### config.mk
export PLATFORM = sky130hd
export DESIGN_NAME = sram_ctl
export DESIGN_NICKNAME = d
export VERILOG_FILES = /design/src/rtl/sram_ctl_pkg.sv /design/src/rtl/sram_ctl_cnt.sv /design/src/rtl/sram_ctl_fsm.sv /design/src/rtl/sram_ctl_io.sv /design/src/rtl/sram_ctl.sv
export SDC_FILE = /design/constraint.sdc
export NUM_CORES = 1
export LEC_CHECK = 0
export BUFFER_PORTS_ARGS = -buffer_cell sky130_fd_sc_hd__buf_4
export CORE_MARGIN = 2
export CORE_UTILIZATION = 47
export DETAILED_ROUTE_END_ITERATION = 6
export PLACE_DENSITY_LB_ADDON = 0.1
export SETUP_SLACK_MARGIN = 0.5
export SYNTH_ARGS = -nofsm -noshare
export SYNTH_HDL_FRONTEND = slang
export SYNTH_SLANG_ARGS = --single-unit
### constraint.sdc
create_clock -name clk_i -period 2.35 [get_ports clk_i]
set_input_delay 0.1175 -clock clk_i [delete_from_list [all_inputs] [get_ports clk_i]]
set_output_delay 0.1175 -clock clk_i [all_outputs]
set_load 0.01 [all_outputs]
### src/rtl/sram_ctl_pkg.sv
package sram_ctl_pkg;
  typedef enum logic [2:0] {
    ST_IDLE, ST_RD, ST_WP, ST_WT, ST_RET, ST_REC
  } st_e;

  function automatic int imax(input int a, input int b);
    return (a > b) ? a : b;
  endfunction
endpackage

### src/rtl/sram_ctl_cnt.sv
module sram_ctl_cnt #(
  parameter int CW = 2
) (
  input  logic          clk_i,
  input  logic          rst_ni,
  input  logic          load_i,
  input  logic [CW-1:0] val_i,
  output logic          zero_o
);
  logic [CW-1:0] cnt_q;

  always_ff @(posedge clk_i or negedge rst_ni) begin
    if (!rst_ni)              cnt_q <= '0;
    else if (load_i)          cnt_q <= val_i;
    else if (cnt_q != '0)     cnt_q <= cnt_q - 1'b1;
  end

  assign zero_o = (cnt_q == '0);
endmodule

### src/rtl/sram_ctl_fsm.sv
module sram_ctl_fsm
  import sram_ctl_pkg::*;
#(
  parameter int          CW     = 2,
  parameter logic [CW-1:0] RD_LD  = '0,
  parameter logic [CW-1:0] WP_LD  = '0,
  parameter logic [CW-1:0] WT_LD  = '0,
  parameter logic [CW-1:0] REC_LD = '0
) (
  input  logic          clk_i,
  input  logic          rst_ni,
  input  logic          req_valid_i,
  input  logic          req_write_i,
  input  logic          ret_req_i,
  input  logic          ph_zero_i,
  input  logic          turn_zero_i,
  output logic          req_ready_o,
  output logic          ph_ld_o,
  output logic [CW-1:0] ph_val_o,
  output logic          turn_ld_o,
  output logic          rd_start_o,
  output logic          wr_start_o,
  output logic          rd_done_o,
  output logic          wr_mid_o,
  output logic          wr_done_o
);
  st_e st_q, st_d;

  always_ff @(posedge clk_i or negedge rst_ni) begin
    if (!rst_ni) st_q <= ST_IDLE;
    else         st_q <= st_d;
  end

  always_comb begin
    st_d        = st_q;
    req_ready_o = 1'b0;
    ph_ld_o     = 1'b0;
    ph_val_o    = '0;
    turn_ld_o   = 1'b0;
    rd_start_o  = 1'b0;
    wr_start_o  = 1'b0;
    rd_done_o   = 1'b0;
    wr_mid_o    = 1'b0;
    wr_done_o   = 1'b0;
    unique case (st_q)
      ST_IDLE: begin
        // writes wait out the read-to-write turnaround
        req_ready_o = !ret_req_i && (!req_write_i || turn_zero_i);
        if (ret_req_i) begin
          st_d = ST_RET;
        end else if (req_valid_i && req_ready_o) begin
          ph_ld_o = 1'b1;
          if (req_write_i) begin
            st_d       = ST_WP;
            ph_val_o   = WP_LD;
            wr_start_o = 1'b1;
          end else begin
            st_d       = ST_RD;
            ph_val_o   = RD_LD;
            rd_start_o = 1'b1;
          end
        end
      end
      ST_RD: if (ph_zero_i) begin
        rd_done_o = 1'b1;
        turn_ld_o = 1'b1;
        st_d      = ST_IDLE;
      end
      ST_WP: if (ph_zero_i) begin
        wr_mid_o = 1'b1;
        ph_ld_o  = 1'b1;
        ph_val_o = WT_LD;
        st_d     = ST_WT;
      end
      ST_WT: if (ph_zero_i) begin
        wr_done_o = 1'b1;
        st_d      = ST_IDLE;
      end
      ST_RET: if (!ret_req_i) begin
        ph_ld_o  = 1'b1;
        ph_val_o = REC_LD;
        st_d     = ST_REC;
      end
      ST_REC: if (ph_zero_i) st_d = ST_IDLE;
      default: st_d = ST_IDLE;
    endcase
  end
endmodule

### src/rtl/sram_ctl_io.sv
module sram_ctl_io #(
  parameter int AW = 18,
  parameter int DW = 8
) (
  input  logic          clk_i,
  input  logic          rst_ni,
  input  logic          rd_start_i,
  input  logic          wr_start_i,
  input  logic          rd_done_i,
  input  logic          wr_mid_i,
  input  logic          wr_done_i,
  input  logic [AW-1:0] req_addr_i,
  input  logic [DW-1:0] req_wdata_i,
  input  logic          wr_cs_end_i,
  input  logic [DW-1:0] ram_dq_i,
  output logic [AW-1:0] ram_addr_o,
  output logic [DW-1:0] ram_dq_o,
  output logic          ram_dq_oe_o,
  output logic          ram_cs_no,
  output logic          ram_we_no,
  output logic          ram_oe_no,
  output logic          rsp_valid_o,
  output logic [DW-1:0] rsp_rdata_o
);
  logic cs_end_q;

  always_ff @(posedge clk_i or negedge rst_ni) begin
    if (!rst_ni) begin
      ram_addr_o  <= '0;
      ram_dq_o    <= '0;
      ram_dq_oe_o <= 1'b0;
      ram_cs_no   <= 1'b1;
      ram_we_no   <= 1'b1;
      ram_oe_no   <= 1'b1;
      rsp_valid_o <= 1'b0;
      rsp_rdata_o <= '0;
      cs_end_q    <= 1'b0;
    end else begin
      rsp_valid_o <= 1'b0;
      if (rd_start_i) begin
        ram_addr_o <= req_addr_i;
        ram_cs_no  <= 1'b0;
        ram_oe_no  <= 1'b0;
      end
      if (wr_start_i) begin
        ram_addr_o  <= req_addr_i;
        ram_dq_o    <= req_wdata_i;
        ram_dq_oe_o <= 1'b1;
        ram_cs_no   <= 1'b0;
        ram_we_no   <= 1'b0;
        cs_end_q    <= wr_cs_end_i;
      end
      if (rd_done_i) begin
        rsp_rdata_o <= ram_dq_i;
        rsp_valid_o <= 1'b1;
        ram_cs_no   <= 1'b1;
        ram_oe_no   <= 1'b1;
      end
      if (wr_mid_i) begin
        if (cs_end_q) ram_cs_no <= 1'b1;
        else          ram_we_no <= 1'b1;
      end
      if (wr_done_i) begin
        ram_cs_no   <= 1'b1;
        ram_we_no   <= 1'b1;
        ram_dq_oe_o <= 1'b0;
      end
    end
  end
endmodule

### src/rtl/sram_ctl.sv
module sram_ctl
  import sram_ctl_pkg::*;
#(
  parameter int AW      = 18,
  parameter int DW      = 8,
  parameter int RD_CYC  = 2,
  parameter int WP_CYC  = 2,
  parameter int WC_CYC  = 2,
  parameter int TA_CYC  = 1,
  parameter int REC_CYC = 2
) (
  input  logic          clk_i,
  input  logic          rst_ni,
  input  logic          req_valid_i,
  output logic          req_ready_o,
  input  logic          req_write_i,
  input  logic [AW-1:0] req_addr_i,
  input  logic [DW-1:0] req_wdata_i,
  input  logic          wr_cs_end_i,
  output logic          rsp_valid_o,
  output logic [DW-1:0] rsp_rdata_o,
  input  logic          ret_req_i,
  output logic [AW-1:0] ram_addr_o,
  output logic [DW-1:0] ram_dq_o,
  output logic          ram_dq_oe_o,
  input  logic [DW-1:0] ram_dq_i,
  output logic          ram_cs_no,
  output logic          ram_we_no,
  output logic          ram_oe_no
);
  localparam int WT_CYC = (WC_CYC > WP_CYC + 1) ? WC_CYC - WP_CYC : 1;
  localparam int MAXC   = imax(imax(imax(RD_CYC, WP_CYC), imax(WT_CYC, REC_CYC)), TA_CYC);
  localparam int CW     = $clog2(MAXC + 1);
  localparam logic [CW-1:0] RD_LD  = CW'(RD_CYC - 1);
  localparam logic [CW-1:0] WP_LD  = CW'(WP_CYC - 1);
  localparam logic [CW-1:0] WT_LD  = CW'(WT_CYC - 1);
  localparam logic [CW-1:0] REC_LD = CW'(REC_CYC - 1);
  localparam logic [CW-1:0] TA_LD  = CW'(TA_CYC);

  logic          ph_ld, ph_zero, turn_ld, turn_zero;
  logic [CW-1:0] ph_val;
  logic          rd_start, wr_start, rd_done, wr_mid, wr_done;

  sram_ctl_fsm #(
    .CW(CW), .RD_LD(RD_LD), .WP_LD(WP_LD), .WT_LD(WT_LD), .REC_LD(REC_LD)
  ) u_fsm (
    .clk_i      (clk_i),
    .rst_ni     (rst_ni),
    .req_valid_i(req_valid_i),
    .req_write_i(req_write_i),
    .ret_req_i  (ret_req_i),
    .ph_zero_i  (ph_zero),
    .turn_zero_i(turn_zero),
    .req_ready_o(req_ready_o),
    .ph_ld_o    (ph_ld),
    .ph_val_o   (ph_val),
    .turn_ld_o  (turn_ld),
    .rd_start_o (rd_start),
    .wr_start_o (wr_start),
    .rd_done_o  (rd_done),
    .wr_mid_o   (wr_mid),
    .wr_done_o  (wr_done)
  );

  sram_ctl_cnt #(.CW(CW)) u_ph_cnt (
    .clk_i (clk_i),
    .rst_ni(rst_ni),
    .load_i(ph_ld),
    .val_i (ph_val),
    .zero_o(ph_zero)
  );

  sram_ctl_cnt #(.CW(CW)) u_turn_cnt (
    .clk_i (clk_i),
    .rst_ni(rst_ni),
    .load_i(turn_ld),
    .val_i (TA_LD),
    .zero_o(turn_zero)
  );

  sram_ctl_io #(.AW(AW), .DW(DW)) u_io (
    .clk_i      (clk_i),
    .rst_ni     (rst_ni),
    .rd_start_i (rd_start),
    .wr_start_i (wr_start),
    .rd_done_i  (rd_done),
    .wr_mid_i   (wr_mid),
    .wr_done_i  (wr_done),
    .req_addr_i (req_addr_i),
    .req_wdata_i(req_wdata_i),
    .wr_cs_end_i(wr_cs_end_i),
    .ram_dq_i   (ram_dq_i),
    .ram_addr_o (ram_addr_o),
    .ram_dq_o   (ram_dq_o),
    .ram_dq_oe_o(ram_dq_oe_o),
    .ram_cs_no  (ram_cs_no),
    .ram_we_no  (ram_we_no),
    .ram_oe_no  (ram_oe_no),
    .rsp_valid_o(rsp_valid_o),
    .rsp_rdata_o(rsp_rdata_o)
  );
endmodule

* Word-level counts from Yosys, hierarchy flattened *
Cells that the tools add are included.

storage, ports and cells
  logic and storage cells = 89
  output and inout bits = 40
  input bits = 40
  register bits after elaboration = 47

operators by class
  reduce and logical (&&, ||, !) cells = 17
  $add $sub $neg = 2
  equal/unequal tests = 9
  mux-type cells = 49

operators by type and width
  cell                 count
  $mux 18              2
  $mux 1               33
  $mux 3               5
  $reduce_bool 2->1    7
  $mux 2               6
  $pmux 3 s4           1
  $eq 3x2->1 const B   2
  $eq 3x3->1 const B   2
  $logic_not 2->1      2
  $ne 2x2->1 const B   2
  $pmux 2 s2           1
  $reduce_and 4->1     1
  $sub 2x1->2 const B  2
  $eq 3x1->1 const B   1
  $logic_not 3->1      1
  $ne 3x2->1 const B   1
  $pmux 1 s3           1
  $reduce_or 3->1      1
  $logic_and 1x1->1    2
  $logic_not 1->1      2
  $ne 2x1->1 const B   1
  $logic_or 1x1->1     1

* Logic depth before layout (Yosys ltp) *
Gate-level depths: netlist of the first run.

  depth after elaboration = 13
  gate-level depth with buffers = 7
  depth with buffers taken out = 6

* Modules after synthesis *
From an unflattened synthesis of the first run, not the netlist that was laid out.

second synthesis, totals
  cells, all modules = 152
  area, all modules = 2058.2 sq um

modules (own cells, without submodules)
  module        cells an instance  area each (sq um)  times used  sequential area each (sq um)
  sram_ctl_io   89                 1524.0             1           1004.7
  sram_ctl_fsm  37                 299.0              1           75.1
  sram_ctl_cnt  12                 113.9              2           50.0
  sram_ctl      2                  7.5                1           0.0

* Worst setup path before layout of the first run *
OpenSTA, ideal clock, no wires.

  path kind = reg2reg
  start point = register u_ph_cnt.cnt_q[0]
  end point = register u_io.rsp_rdata_o[0]
  period minus slack after synthesis = 1736 ps
  cell stages (with the launch flop) = 8
  arrival = 1611 ps
  setup slack = 614 ps
  path through = dfrtp_1 > inv_1 > ha_1 > buf_2 > nand2_1 > nor3_1 > buf_2 > mux2_2

between the ends
  cells in the longest elaborated chain, start to end = 3

ends and longest elaborated chain
  what                    RTL line            text
  from (decl)             sram_ctl_cnt.sv:10  logic [CW-1:0] cnt_q;
  from (signal assigned)  sram_ctl_cnt.sv:14  else if (load_i) cnt_q <= val_i;
  from (signal assigned)  sram_ctl_cnt.sv:15  else if (cnt_q != '0) cnt_q <= cnt_q - 1'b1;
  $logic_not 2->1         sram_ctl_cnt.sv:18  assign zero_o = (cnt_q == '0);
  $mux 1                  sram_ctl_fsm.sv:64  ST_RD: if (ph_zero_i) begin
  $mux 1                  sram_ctl_fsm.sv:45  unique case (st_q)
  via rd_done             sram_ctl.sv:42      logic rd_start, wr_start, rd_done, wr_mid, wr_done;
  to (signal assigned)    sram_ctl_io.sv:54   rsp_rdata_o <= ram_dq_i;
  to (decl)               sram_ctl_io.sv:23   output logic [DW-1:0] rsp_rdata_o

The timed path passes the listed nets, and every way through them passes these cells.
A chain may end at the register's enable or synchronous reset.

* Worst setup path in the final report of the first run *
  start point = register u_ph_cnt.cnt_q[0]
  end point = register u_io.rsp_rdata_o[5]

between the ends
  cells in the longest elaborated chain, start to end = 3

ends and longest elaborated chain
  what             RTL line
  $logic_not 2->1  sram_ctl_cnt.sv:18
  $mux 1           sram_ctl_fsm.sv:64
  $mux 1           sram_ctl_fsm.sv:45

No other way between the ends.

==> flow_metrics.tcl, run 1 <==
set metrics [dict create \
    crit_path_end_kind "flop" \
    setup_viol 0 \
    syn-num-nets 182 \
    r2r_cells 6 \
    rsz0062_at_grt "false" \
    fin_worst_hold_slack_ns 0.0417 \
    synth_cell_types 31 \
    regToRegEndpoint "u_io.rsp_rdata_o[5]$_DFFE_PN0P_" \
    slew_headroom_pct 62.0 \
    die_w_um 68.3 \
    ant_nets 0 \
    start_util_pct 48.5 \
    grt_pass1_wl_um 6150 \
    critPathMaxStageDelay_ns 0.40 \
    vias 1378 \
    drv_cap 0 \
    hpwl_um 2920 \
    cts_tree "yes" \
    clk_pin_slew_worst_paths_ns 0.08 \
    ctsRootBufferMaster "clkbuf_8" \
    drive_above_1_share_pct 57.8 \
    die_y_um 68.3 \
    leakage_nw 1.38 \
    hold_start "req_wdata_i[6]" \
    nFillCells 304 \
    area_growth_pct 37.9 \
    coreArea_um2 4000 \
    routed_wl_um 3990 \
    synthCells 140 \
    reg2reg_from "u_ph_cnt.cnt_q[0]$_DFFE_PN0P_" \
    crit_arrival_ns 1.90 \
    num_antenna_cells 0 \
    synth_area_um2 1940 \
    grt_max_degree 48 \
    whs_path_depth 2 \
    grt_pass1_vias 1384 \
    wl_per_cell_um 14.5 \
    final_hold_viol_count 0 \
    ys_ff_latch 47 \
    p_per_area_nw_per_um2 1110 \
    avgViaCountPerCell 5.01 \
    max_freq_mhz 585 \
    clockBufferDepth 2 \
    yosysWarnings 0 \
    antenna_found_initial 0 \
    worstMarginPinSlew_ns 0.570 \
    fin_crit_sh_pct 72.8 \
    yosysSeqAreaShare_pct 60.8 \
    cts-buffers-inserted 5 \
    finalWeightedCongestion 0.785 \
    die_area_um2 4660 \
    min_to "u_io.ram_dq_o[6]$_DFFE_PN0P_" \
    overflow 0 \
    hold_path_class "in2reg" \
    synth-edff-count 0 \
    htreeDepth 2 \
    async_reset_ff_share_pct 100 \
    criticalPathCategory "reg2reg" \
    path_max_fanout 12 \
    synth_ff_type "dfrtp_1" \
    crit_slowest_cell "dfrtp_1" \
    cp-start-kind "flop" \
    clkSinkCount 47 \
    reg2reg_slack_ns 0.64 \
    path_buf_inv 2 \
    vdd_drop_max_uv 607 \
    io_buffers 79 \
    drt_iter0_drc 46 \
    layout.nets 266 \
    maxSlewViolCount 0 \
    cts_setup_buffers 0 \
    status "finished, final reports clean" \
    rows 23 \
    first_pass_iters 4 \
    finalCriticalPeriod_ns 1.71 \
    gr-usage-all-layers_pct 18.5 \
    path_delay_family "flip-flops" \
    ios 80 \
    path_cells "inv_1, ha_2, nand2_1, nor3_1, buf_4, mux2_2" \
    tns_ns 0 \
    avgSynthCellArea_um2 13.9 \
    clk_latency_ns 0.30 \
    cp.required_ns 2.54 \
    final.setup_skew_ns 0.00554 \
    drc 0 \
]
per-stage QoR:
stage | instance area, um2 | total power [mW] | worst slack, ns | cells | utilization (%)
2_1_floorplan | 1940 | 1.94 | 0.614 | 140 | -
5_1_grt | 2680 | 3.20 | 0.516 | 275 | 66.9
3_5_place_dp | 2580 | 2.53 | 0.576 | 266 | 64.5
3_3_place_gp | 2580 | 2.46 | 0.632 | 266 | 64.5
4_1_cts | 2680 | 3.02 | 0.569 | 275 | 66.9
6_report | 2680 | 2.98 | 0.640 | 275 | 66.9
registers in the layout, summed over array words and instances, names as in the netlist:
signal / flops
u_io.ram_oe_no: 1
u_ph_cnt.cnt_q: 2
u_io.rsp_rdata_o: 8
u_io.ram_addr_o: 18
u_io.cs_end_q: 1
u_io.ram_dq_o: 8
u_io.ram_we_no: 1
u_io.ram_dq_oe_o: 1
u_turn_cnt.cnt_q: 2
u_fsm.st_q: 3
u_io.ram_cs_no: 1
u_io.rsp_valid_o: 1
how the worst max path moves through the flow:
stage	start	endpoint	slack, ns	depth (start not counted)
after floorplan	u_ph_cnt.cnt_q[0]$_DFFE_PN0P_	u_io.rsp_rdata_o[0]$_DFFE_PN0P_	0.61	7
after global placement	u_ph_cnt.cnt_q[0]$_DFFE_PN0P_	u_io.rsp_rdata_o[2]$_DFFE_PN0P_	0.63	6
after detailed placement	u_ph_cnt.cnt_q[0]$_DFFE_PN0P_	u_io.rsp_rdata_o[6]$_DFFE_PN0P_	0.58	6
after CTS	u_ph_cnt.cnt_q[0]$_DFFE_PN0P_	u_io.rsp_rdata_o[6]$_DFFE_PN0P_	0.57	6
after global routing	u_fsm.st_q[1]$_DFFE_PN0P_	u_io.ram_addr_o[2]$_DFFE_PN0P_	0.52	3
final	u_ph_cnt.cnt_q[0]$_DFFE_PN0P_	u_io.rsp_rdata_o[5]$_DFFE_PN0P_	0.64	6
synth_stat cells (2+ instances only):
library cell  count  share of area, %
dfrtp_1          44                57
mux2_2           35                20
nor2_1            7               1.4
nand2_1           6               1.2
nand2b_1          6               1.9
a21oi_1           5               1.3
inv_1             5              0.97
buf_2             3              0.77
dfstp_2           3               4.1
nor2b_1           3              0.97
ha_1              2               1.3
o21ai_0           2              0.52
final cells by class:
cell class / count / area, um2 / area share [%]
flip-flops and latches: 47 / 1180 / 44.1
multi-input cells: 83 / 712 / 26.6
repair buffers: 82 / 618 / 23.1
clock buffers: 6 / 72.6 / 2.71
well taps: 50 / 62.6 / 2.34
inverters: 5 / 18.8 / 0.701
clock inverters: 2 / 13.8 / 0.514
routing by layer:
layer  track usage, %  vias to the layer above  wire (um)
li1                 -                      652          -
met1             20.8                      669       1530
met2             29.2                       47       2030
met3             8.72                       10        340
met4             9.25                        0         93
met5                0                        -          0
logic make-up after synthesis:
group	after synthesis	synth area share, %
xor+xnor	1	0.451
buf+inv	10	2.71
fa+ha+maj	2	1.29
mux	35	20.3
flops	47	60.8
compound gates	13	4.45
simple gates	32	10.1
cells in the final DEF (no fill, tap or decap), types with 2 or more instances in the layout:
cell type,Yosys,routed
nand2b_1,6,6
o21ai_0,2,2
dfstp_2,3,3
a21oi_1,5,5
nand2_1,6,6
nor2_1,7,7
clkbuf_8,0,5
inv_1,5,5
nor2b_1,3,3
dfrtp_1,44,44
mux2_2,35,35
buf_4,1,81
timing repair:
item / CTS / global route
resized for setup: 0 / 1
hold buffers: 1 / 0
setup endpoints to repair: 0 / 8
endpoints found under the hold margin: 44 / 0
power by group:
| part | switching (mW) | total (mW) | internal, mW |
|---|---|---|---|
| clock | 0.262 | 0.471 | 0.210 |
| sequential | 0.196 | 1.34 | 1.14 |
| combinational | 0.489 | 1.17 | 0.685 |
(Power assumes the default switching activity.)
==> inputs of run 2 (changes only) <==
Settings changed: CORE_UTILIZATION 47 to 43.
Clock period 2.35 ns to 1.4 ns, I/O delays scaled along.
==> flow_metrics.tcl, run 2 (synthesis results as in run 1) <==
set metrics [dict create \
    hold_path_class "in2reg" \
    num_antenna_cells 0 \
    hpwl_um 3130 \
    ios 80 \
    worstMarginPinSlew_ns 0.594 \
    status "finished with violations" \
    maxSlewViolCount 0 \
    die_y_um 71.2 \
    die_w_um 71.2 \
    layout.nets 329 \
    crit_path_end_kind "flop" \
    top_register "u_io.ram_addr_o" \
    grt_pass1_vias 1781 \
    ant_nets 0 \
    leakage_nw 1.76 \
    io_buffers 79 \
    max_freq_mhz 645 \
    fin_worst_hold_slack_ns 0.0107 \
    routed_wl_um 5040 \
    clockBufferDepth 2 \
    ctsRootBufferMaster "clkbuf_8" \
    layout_common_cells "buf_4, buf_6, dfrtp_1" \
    nFillCells 249 \
    finalCriticalPeriod_ns 1.55 \
    crit_arrival_ns 1.78 \
    clk_latency_ns 0.30 \
    violations "setup timing" \
    wl_per_cell_um 14.8 \
    fin_crit_sh_pct 111 \
    drt_iter0_drc 45 \
    finalWeightedCongestion 0.866 \
    drv_cap 0 \
    final_core_util_pct 81.7 \
    vdd_drop_max_uv 1130 \
    clk_pin_slew_worst_paths_ns 0.09 \
    vias 1627 \
    setup_viol 39 \
    gr-usage-all-layers_pct 20.1 \
    cts-buffers-inserted 5 \
    clkSinkCount 47 \
    critPathMaxStageDelay_ns 0.43 \
    power_mw 6.42 \
    start_util_pct 44.6 \
    path_max_fanout 7 \
    area_growth_pct 83.2 \
    rows 24 \
    crit_top_cell "buf_4" \
    slew_headroom_pct 60.4 \
    coreArea_um2 4350 \
    crit_slowest_cell "dfrtp_2" \
    layout_setup_ws_ns -0.151 \
    grt_max_degree 48 \
    largest_register_ffs 18 \
    path_cells "buf_4, and2b_2, buf_4, o21ba_4, a211o_1, o21ai_1" \
    antenna_found_initial 0 \
    criticalPathCategory "reg2reg" \
    cp.required_ns 1.63 \
    reg2reg_slack_ns -0.15 \
    avgViaCountPerCell 4.79 \
    overflow 0 \
    drc 0 \
    grt_pass1_wl_um 7940 \
    top_regs "u_io.ram_addr_o x18, u_io.ram_dq_o x8, u_io.rsp_rdata_o x8" \
    die_area_um2 5070 \
    drive_above_1_share_pct 62.5 \
    layout_commonest_cell "buf_4" \
    final.setup_skew_ns 0.00582 \
    cts_tree "yes" \
    rsz0062_at_grt "true" \
    first_pass_iters 4 \
    final_hold_viol_count 0 \
    path_delay_family "compound AO/OA/AOI/OAI gates" \
    cp-start-kind "flop" \
    path_buf_inv 2 \
    htreeDepth 2 \
    p_per_area_nw_per_um2 1810 \
]
## run 2: cell types whose count changed in the layout (fill, tap and decap cells not counted), sizes merged
cell / delta
buf: +34
dlygate4sd3: +29
clkinv: -2
bufinv: +1
clkinvlp: +1
## run 2: repair_timing
action	CTS	global route
hold buffers	27	3
endpoints found under the setup margin	78	87
gates resized for setup	46	24
buffers inserted	14	4
pin swaps	10	6
hold endpoints to repair	70	3
## run 2: per-layer routing
layer / vias up / track usage, % / wire length, um
met2: 43 / 38.2 / 2950
met5: - / 0 / 0
met4: 0 / 6.71 / 53
li1: 777 / - / -
met3: 7 / 4.84 / 233
met1: 800 / 21.4 / 1800
## run 2: worst paths after layout
check	startpoint	endpoint	cells after the start
setup / recovery	u_fsm.st_q[1]$_DFFE_PN0P_	u_fsm.st_q[0]$_DFFE_PN0P_	6
hold / removal	req_addr_i[9]	u_io.ram_addr_o[9]$_DFFE_PN0P_	2
setup reg to reg	u_fsm.st_q[1]$_DFFE_PN0P_	u_fsm.st_q[0]$_DFFE_PN0P_	6
hold reg to reg	u_io.ram_oe_no$_DFFE_PN1P_	u_io.ram_oe_no$_DFFE_PN1P_	1
max in group asynchronous	rst_ni	u_fsm.st_q[1]$_DFFE_PN0P_	2
min in group asynchronous	rst_ni	u_ph_cnt.cnt_q[0]$_DFFE_PN0P_	2
## run 2: through the flow
stage	TNS [ns]	setup WS, ns	instance area, um2	cells
2_1_floorplan	-4.05	-0.186	2000	140
3_3_place_gp	-3.99	-0.143	2740	284
3_5_place_dp	-6.24	-0.236	2740	284
4_1_cts	-3.69	-0.148	3400	333
5_1_grt	-6.16	-0.220	3560	340
6_report	-3.52	-0.151	3560	340
## run 2: layout make-up
type | count | area (um2) | share of cell area (%)
clock inverters | 2 | 37.5 | 1.05
inverters | 5 | 18.8 | 0.527
clock buffers | 6 | 72.6 | 2.04
flip-flops and latches | 47 | 1180 | 33.2
multi-input cells | 83 | 822 | 23.1
repair buffers | 145 | 1360 | 38.2
well taps | 52 | 65.1 | 1.83
## run 2: report_power, final
group / switching [mW] / internal, mW / total, mW
clock: 0.454 / 0.533 / 0.987
combinational: 1.10 / 2.01 / 3.12
sequential: 0.397 / 1.92 / 2.32
